**src/rtl/irq_vec_pkg.sv**
```systemverilog
package irq_vec_pkg;
  typedef enum logic [1:0] {
    SVC_IDLE  = 2'd0,
    SVC_OFFER = 2'd1,
    SVC_BUSY  = 2'd2
  } svc_state_e;
endpackage

```
**src/rtl/irq_en_reg.sv**
```systemverilog
module irq_en_reg #(
  parameter int N_SRC   = 5,
  parameter int REG_W   = 8,
  parameter int GIE_BIT = 7
) (
  input  logic             clk,
  input  logic             rst_n,
  input  logic             we,
  input  logic [REG_W-1:0] wdata,
  output logic [REG_W-1:0] q,
  output logic             gie,
  output logic [N_SRC-1:0] src_en
);
  localparam logic [REG_W-1:0] KEEP_MASK =
    REG_W'((1 << GIE_BIT) | ((1 << N_SRC) - 1));

  always_ff @(posedge clk) begin
    if (!rst_n)  q <= '0;
    else if (we) q <= wdata & KEEP_MASK;
  end

  assign gie    = q[GIE_BIT];
  assign src_en = q[N_SRC-1:0];

  // written value lands next cycle with reserved bits dropped
  assert_wr_take_R4: assert property (@(posedge clk) disable iff (!rst_n)
    we |=> (q == ($past(wdata) & KEEP_MASK)));
endmodule

```
**src/rtl/irq_pick.sv**
```systemverilog
module irq_pick #(
  parameter int N_SRC = 5,
  parameter int IDX_W = $clog2(N_SRC)
) (
  input  logic             clk,
  input  logic             rst_n,
  input  logic [N_SRC-1:0] pend,
  output logic             any,
  output logic [IDX_W-1:0] idx
);
  logic [N_SRC-1:0] grant;

  assign grant[0] = pend[0];
  for (genvar i = 1; i < N_SRC; i++) begin : g_chain
    assign grant[i] = pend[i] & ~(|pend[i-1:0]);
  end

  always_comb begin
    idx = '0;
    for (int i = 0; i < N_SRC; i++) begin
      if (grant[i]) idx = idx | IDX_W'(i);
    end
  end

  assign any = |pend;

  // at most one winner, and it is the lowest pending bit
  assert_one_winner_R2: assert property (@(posedge clk) disable iff (!rst_n)
    $onehot0(grant) && (any == (grant != '0)));
endmodule

```
**src/rtl/irq_seq.sv**
```systemverilog
module irq_seq
  import irq_vec_pkg::*;
#(
  parameter int N_SRC    = 5,
  parameter int IDX_W    = $clog2(N_SRC),
  parameter int VEC_W    = 12,
  parameter int VEC_BASE = 3,
  parameter int VEC_STEP = 8
) (
  input  logic             clk,
  input  logic             rst_n,
  input  logic             pick_any,
  input  logic [IDX_W-1:0] pick_idx,
  input  logic             ack,
  input  logic             ret,
  output logic             valid,
  output logic [VEC_W-1:0] vector
);
  svc_state_e       st;
  logic [VEC_W-1:0] vec_next;
  logic             arb;

  assign vec_next = VEC_W'(VEC_BASE) + VEC_W'(pick_idx) * VEC_W'(VEC_STEP);
  assign arb      = (st == SVC_IDLE) || ((st == SVC_BUSY) && ret);

  always_ff @(posedge clk) begin
    if (!rst_n) begin
      st     <= SVC_IDLE;
      vector <= '0;
    end else begin
      unique case (st)
        SVC_IDLE: if (pick_any) begin
          st     <= SVC_OFFER;
          vector <= vec_next;
        end
        SVC_OFFER: if (ack) begin
          st     <= SVC_BUSY;
          vector <= '0;
        end
        SVC_BUSY: if (ret) begin
          st     <= pick_any ? SVC_OFFER : SVC_IDLE;
          vector <= pick_any ? vec_next : '0;
        end
        default: st <= SVC_IDLE;
      endcase
    end
  end

  assign valid = (st == SVC_OFFER);

  // an unaccepted offer holds its vector
  assert_offer_hold_R7: assert property (@(posedge clk) disable iff (!rst_n)
    (valid && !ack) |=> (valid && $stable(vector)));
  // handshake drops the offer
  assert_no_nest_R8: assert property (@(posedge clk) disable iff (!rst_n)
    (valid && ack) |=> !valid);
  // a new offer only starts from an arbitration with a winner
  assert_offer_src_R9: assert property (@(posedge clk) disable iff (!rst_n)
    $rose(valid) |-> ($past(arb) && $past(pick_any)));
endmodule

```
**src/rtl/irq_vec_ctrl.sv**
```systemverilog
module irq_vec_ctrl #(
  parameter int N_SRC    = 5,
  parameter int REG_W    = 8,
  parameter int GIE_BIT  = 7,
  parameter int VEC_W    = 12,
  parameter int VEC_BASE = 3,
  parameter int VEC_STEP = 8
) (
  input  logic             clk,
  input  logic             rst_n,
  input  logic [N_SRC-1:0] irq_src,
  input  logic             cfg_we,
  input  logic [REG_W-1:0] cfg_wdata,
  output logic [REG_W-1:0] cfg_rdata,
  output logic             irq_valid,
  input  logic             irq_ready,
  output logic [VEC_W-1:0] irq_vector,
  input  logic             irq_ret
);
  localparam int IDX_W = $clog2(N_SRC);

  logic             gie;
  logic [N_SRC-1:0] src_en;
  logic [N_SRC-1:0] masked;
  logic             pick_any;
  logic [IDX_W-1:0] pick_idx;

  irq_en_reg #(.N_SRC(N_SRC), .REG_W(REG_W), .GIE_BIT(GIE_BIT)) u_en (
    .clk(clk), .rst_n(rst_n), .we(cfg_we), .wdata(cfg_wdata),
    .q(cfg_rdata), .gie(gie), .src_en(src_en)
  );

  assign masked = irq_src & src_en & {N_SRC{gie}};

  irq_pick #(.N_SRC(N_SRC), .IDX_W(IDX_W)) u_pick (
    .clk(clk), .rst_n(rst_n), .pend(masked), .any(pick_any), .idx(pick_idx)
  );

  irq_seq #(
    .N_SRC(N_SRC), .IDX_W(IDX_W), .VEC_W(VEC_W),
    .VEC_BASE(VEC_BASE), .VEC_STEP(VEC_STEP)
  ) u_seq (
    .clk(clk), .rst_n(rst_n), .pick_any(pick_any), .pick_idx(pick_idx),
    .ack(irq_ready), .ret(irq_ret), .valid(irq_valid), .vector(irq_vector)
  );

  // no offer starts unless global enable was set
  assert_gie_gate_R5: assert property (@(posedge clk) disable iff (!rst_n)
    $rose(irq_valid) |-> $past(gie));
  // an offered vector is one of the source vectors
  assert_vec_legal_R3: assert property (@(posedge clk) disable iff (!rst_n)
    irq_valid |-> ((int'(irq_vector) >= VEC_BASE) &&
                   ((int'(irq_vector) - VEC_BASE) % VEC_STEP == 0) &&
                   ((int'(irq_vector) - VEC_BASE) / VEC_STEP < N_SRC)));
  // a newly offered source was enabled and pending
  assert_src_enabled_R6: assert property (@(posedge clk) disable iff (!rst_n)
    $rose(irq_valid) |-> ($past(masked) != '0));
endmodule

```
**config.mk**
```make
export PLATFORM = sky130hd
export DESIGN_NAME = irq_vec_ctrl
export DESIGN_NICKNAME = d
export VERILOG_FILES = /design/src/rtl/irq_vec_pkg.sv /design/src/rtl/irq_en_reg.sv /design/src/rtl/irq_pick.sv /design/src/rtl/irq_seq.sv /design/src/rtl/irq_vec_ctrl.sv
export SDC_FILE = /design/constraint.sdc
export NUM_CORES = 1
export LEC_CHECK = 0
export ABC_AREA = 1
export BUFFER_PORTS_ARGS = -buffer_cell sky130_fd_sc_hd__buf_4
export CORE_MARGIN = 10
export CORE_UTILIZATION = 47
export DETAILED_ROUTE_END_ITERATION = 10
export PLACE_DENSITY = 0.8
export SLEW_MARGIN = 10
export SYNTH_ARGS = -nofsm -noshare
export SYNTH_HDL_FRONTEND = slang
export SYNTH_SLANG_ARGS = --single-unit
```
**constraint.sdc**
```tcl
create_clock -name clk -period 2.62 [get_ports clk]
set_input_delay 0.131 -clock clk [delete_from_list [all_inputs] [get_ports clk]]
set_output_delay 0.131 -clock clk [all_outputs]
set_load 0.005 [all_outputs]
```
=== Word level (Yosys, flattened, before mapping) ===
Cells that the tools add are included.

* Reductions and logical operators: 8
* Mux-type cells: 14
* Multiply operators: 0
* Bitwise logic cells: 10
* Shifts and indexed selects: 0
* Add/subtract/negate cells: 1
* Eq/ne operators: 5
* Divide/modulo/power cells: 0
* $lt $le $gt $ge: 0

{| class="wikitable"
|+ Operators with widths
! kind !! count
|-
| $mux 12 || 4
|-
| $pmux 12 s3 || 1
|-
| $and 5x5->5 || 2
|-
| $mux 2 || 5
|-
| $add 2x6->7 const A || 1
|-
| $pmux 2 s3 || 1
|-
| $reduce_or 5->1 || 1
|-
| $and 1x1->1 || 4
|-
| $ne 2x1->1 const B || 2
|-
| $not 1->1 || 4
|-
| $reduce_and 4->1 || 1
|-
| $reduce_or 4->1 || 1
|-
| $mux 3 || 1
|-
| $reduce_and 3->1 || 1
|-
| $reduce_bool 3->1 || 1
|-
| $reduce_or 3->1 || 1
|-
| $eq 2x1->1 const B || 1
|-
| $eq 2x2->1 const B || 1
|-
| $logic_not 2->1 || 1
|-
| $mux 1 || 2
|-
| $ne 2x2->1 const B || 1
|-
| $reduce_or 2->1 || 1
|}

* Word-level logic and storage cells: 41
* Input port bits: 18
* Latch bits: 0
* Memories kept: 0
* Output and inout bits: 21
* Bits in writable memories: 0
* Register bits after elaboration: 20
* ROM bits: 0

=== Longest topological paths before layout ===
* Depth after elaboration: 12
* Depth in mapped cells: 9
* Mapped depth without buffers: 9

=== Cells and area by module ===
From an unflattened synthesis, not the netlist that was laid out.

* Cell total of the unflattened synthesis: 138
* Area, all modules: 895.9 sq um

{| class="wikitable"
|+ Modules (own cells, without submodules)
! module !! sequential area each (sq um) !! times used !! cells each !! area each (sq um)
|-
| irq_seq || 120.1 || 1 || 70 || 486.7
|-
| irq_en_reg || 120.1 || 1 || 46 || 320.3
|-
| irq_pick || 0.0 || 1 || 11 || 47.5
|-
| irq_vec_ctrl || 0.0 || 1 || 11 || 41.3
|}

=== Worst setup path after synthesis ===
Ideal clock, no wire load.

* Kind: register to register
* From: register u_seq.st[0]
* To: register u_seq.vector[1]
* Library setup time: 0.114 ns
* Stages on the path, launching flop included: 9
* Data arrival time: 1.161 ns
* Clock period less this slack: 1.275 ns
* Slack: 1.345 ns
* Buffers on the path: 0
* Data required time: 2.506 ns
* Path through: dfxtp_1 inv_1 ha_1 inv_1 o22ai_1 inv_2 nand3_4 nor2_1 nor2_2

* Longest elaborated chain between the ends: 3
* Elaborated cells on any way between the ends: 9
* Those cells by class: 5 x eq/ne; 1 x mux; 3 x reduce/logical

{| class="wikitable"
|+ Ends and longest elaborated chain
! item !! RTL line !! source
|-
| from (decl) || irq_seq.sv:19 || <nowiki>svc_state_e st;</nowiki>
|-
| from (signal assigned) || irq_seq.sv:41 || <nowiki>st <= pick_any ? SVC_OFFER : SVC_IDLE;</nowiki>
|-
| $eq 2x2->1, or another cell as far along || -- ||
|-
| $ne 2x2->1 (no source line), or another cell as far along || -- ||
|-
| $reduce_and 4->1 (no source line) || -- ||
|-
| to (signal assigned) || irq_seq.sv:34 || <nowiki>vector <= vec_next;</nowiki>
|-
| to (signal assigned) || irq_seq.sv:42 || <nowiki>vector <= pick_any ? vec_next : '0;</nowiki>
|-
| to (decl) || irq_seq.sv:17 || <nowiki>output logic [VEC_W-1:0] vector</nowiki>
|}

Several ways; a longest one is shown, not always the timed one.
A chain may end at the register's enable or synchronous reset.

=== Worst setup path in the final report ===
Ends and elaborated chain as after synthesis.

==> flow_metrics.env <==
export IMPL_status="finished clean"
export IMPL_wl_per_cell_um=11.6
export IMPL_die_h_um=60.3
export IMPL_cts_sinks=12
export IMPL_synth_top_cell_by_area="dfxtp_1"
export IMPL_synthTopCellsByArea="dfxtp_1, buf_4, nand2_1"
export IMPL_cp_end_kind="register"
export IMPL_rsz0062_at_grt="no"
export IMPL_startpoint_type="register"
export IMPL_syn2layout_area_growth_pct=26.1
export IMPL_wl_um=1740
export IMPL_filler_cell_count=153
export IMPL_post_cts_buffers=0
export IMPL_clkPwrFrac_pct=30.0
export IMPL_synth_seq_cells=12
export IMPL_final_setup_viol_count=0
export IMPL_cts_htree_levels=1
export IMPL_viasPerCell=4.69
export IMPL_core_um2=1520
export IMPL_start_util_pct=50.0
export IMPL_dr_pass1_iters=4
export IMPL_final_nets=157
export IMPL_synth_warnings=0
export IMPL_grt_max_degree=12
export IMPL_num_vias=704
export IMPL_slew_violations=0
export IMPL_p_leak_uw=0.000492
export IMPL_critical_path_required_ps=2790
export IMPL_port_buffers=27
export IMPL_crit_fanout=6
export IMPL_regArea_um2=240
export IMPL_synth_area_um2=762
export IMPL_p_switching_uw=143
export IMPL_clk_path_buf_depth=2
export IMPL_clock_skew_ps=5.72
export IMPL_gp_congestion=0.758
export IMPL_cts_root_buf="clkbuf_4"
export IMPL_drt_iter0_drc=11
export IMPL_clk_latency_ps=270
export IMPL_antenna_found_initial=0
export IMPL_crit_arrival_ps=1580
export IMPL_intPower_uw=351
export IMPL_synth_top_area_share_pct=31.5
export IMPL_drc=0
export IMPL_track_usage_pct=9.72
export IMPL_syn_avg_cell_area_um2=7.12
export IMPL_final_common_cell="buf_4"
export IMPL_ctsHoldBuffers=0
export IMPL_finalPower_uw=494
export IMPL_seq_power_share_pct=43.2
export IMPL_drive_gt1_share_pct=29.1
export IMPL_grt_pass1_vias=671
export IMPL_grt_pass1_wl_um=2780
export IMPL_io_pins=39
export IMPL_fin_crit_sh_pct=53.9
export IMPL_antenna_cells=0
export IMPL_power_density_nw_per_um2=514
export IMPL_multiInputGateArea_um2=402
export IMPL_crit_type="register to register"
export IMPL_max_freq_ghz=0.708
export IMPL_peakVddDrop_mv=0.423
export IMPL_rows=14
export IMPL_synth_distinct_cells=20
export IMPL_min_period_ps=1410
export IMPL_seq_area_frac_synth_pct=31.5
export IMPL_r2r_slack_ps=1210
export IMPL_timing_setup_tns_ps=0
export IMPL_netlist_instances=107
export IMPL_die_width_um=60.3
export IMPL_post_cts_resize_count=0
export IMPL_hold_viol_final=0
export IMPL_cts_tree="done"
export IMPL_worstHoldPathCells=3
export IMPL_final_cell_mix="buf_4, nand2_1, nor2_1"
export IMPL_maxCapViolCount=0
export IMPL_path_clk_slew_ps=80
export IMPL_grt_ovfl_total=0
export IMPL_dieArea_um2=3630
export IMPL_r2r_cells=8
export IMPL_ant_nets=0
export IMPL_power_frac_comb_pct=26.8
export IMPL_worst_hold_path_type="primary input to register"
export IMPL_dp_hpwl_um=1480
export IMPL_power_switching_share_pct=29.0
export IMPL_cts_made_buffers=3
[synth_stat cells]
cell,count
nand2_1,17
buf_4,12
nand4_1,3
nand3_1,6
a21oi_1,3
dfxtp_1,12
nor2_1,17
nor2_4,1
nor2_2,1
o211ai_1,1
o21ai_0,6
o2111ai_1,1
inv_2,1
ha_1,4
conb_1,1
o22ai_1,1
inv_1,15
nand3_4,2
nand2_2,2
a21oi_2,1
[cells by family after synthesis]
family | after synthesis | synth area share [%]
simple gates | 49 | 31.7
buf+inv | 28 | 19.7
compound gates | 13 | 10.0
flops | 12 | 31.5
fa+ha+maj | 4 | 6.57
other cells | 1 | 0.492
[metal layers]
metal	vias up	routed length [µm]	GRT usage [%]
li1	371	-	-
met1	300	681	10.3
met2	31	834	16.0
met3	2	207	4.87
met4	0	17	3.85
met5	-	0	0
[registers in the layout (all words and copies together), names as in the netlist]
signal,count
u_seq.st,2
u_seq.vector,4
u_en.q,6
[metrics by stage]
stage                     setup WS [ps]  cells  utilization, %  hold slack [ps]  cell area [µm²]
after CTS                          1200    150            63.1             78.7              961
after detailed placement           1210    146            60.7              361              925
after global placement             1240    146            60.7              351              925
after floorplan                    1340    115               -              266              792
after global routing               1060    150            63.1             78.2              961
final                              1210    150            63.1             78.9              961
[worst max-delay path: stages, from the launching register on]
cell	delay, ps
dfxtp_1	390
inv_1	80
ha_1	240
inv_1	120
o22ai_1	90
inv_2	120
nand3_4	110
nor2_1	130
nor2_2	50
[power groups by stage]
stage                     Clock, µW  Combinational (µW)  Sequential (µW)
after floorplan                   0                87.9              218
after global placement            0                 131              217
after detailed placement          0                 134              218
after CTS                       152                 135              214
after global routing            164                 150              216
final                           148                 132              213
[final cells by class]
type                       count  share of cell area, %
timing repair buffer          27                   21.1
clock buffer                   4                   3.78
inverter                      16                   6.25
tap                           16                   2.08
sequential                    12                   25.0
multi-input combinational     75                   41.8
[worst paths after layout]
| kind | from | end |
|---|---|---|
| setup / recovery | u_seq.st[0] | u_seq.vector[1] |
| hold reg to reg | u_seq.vector[5] | u_seq.vector[5] |
| setup reg to reg | u_seq.st[0] | u_seq.vector[1] |
| hold / removal | cfg_wdata[1] | u_en.q[1] |
Power figures use the tool's default switching activity.
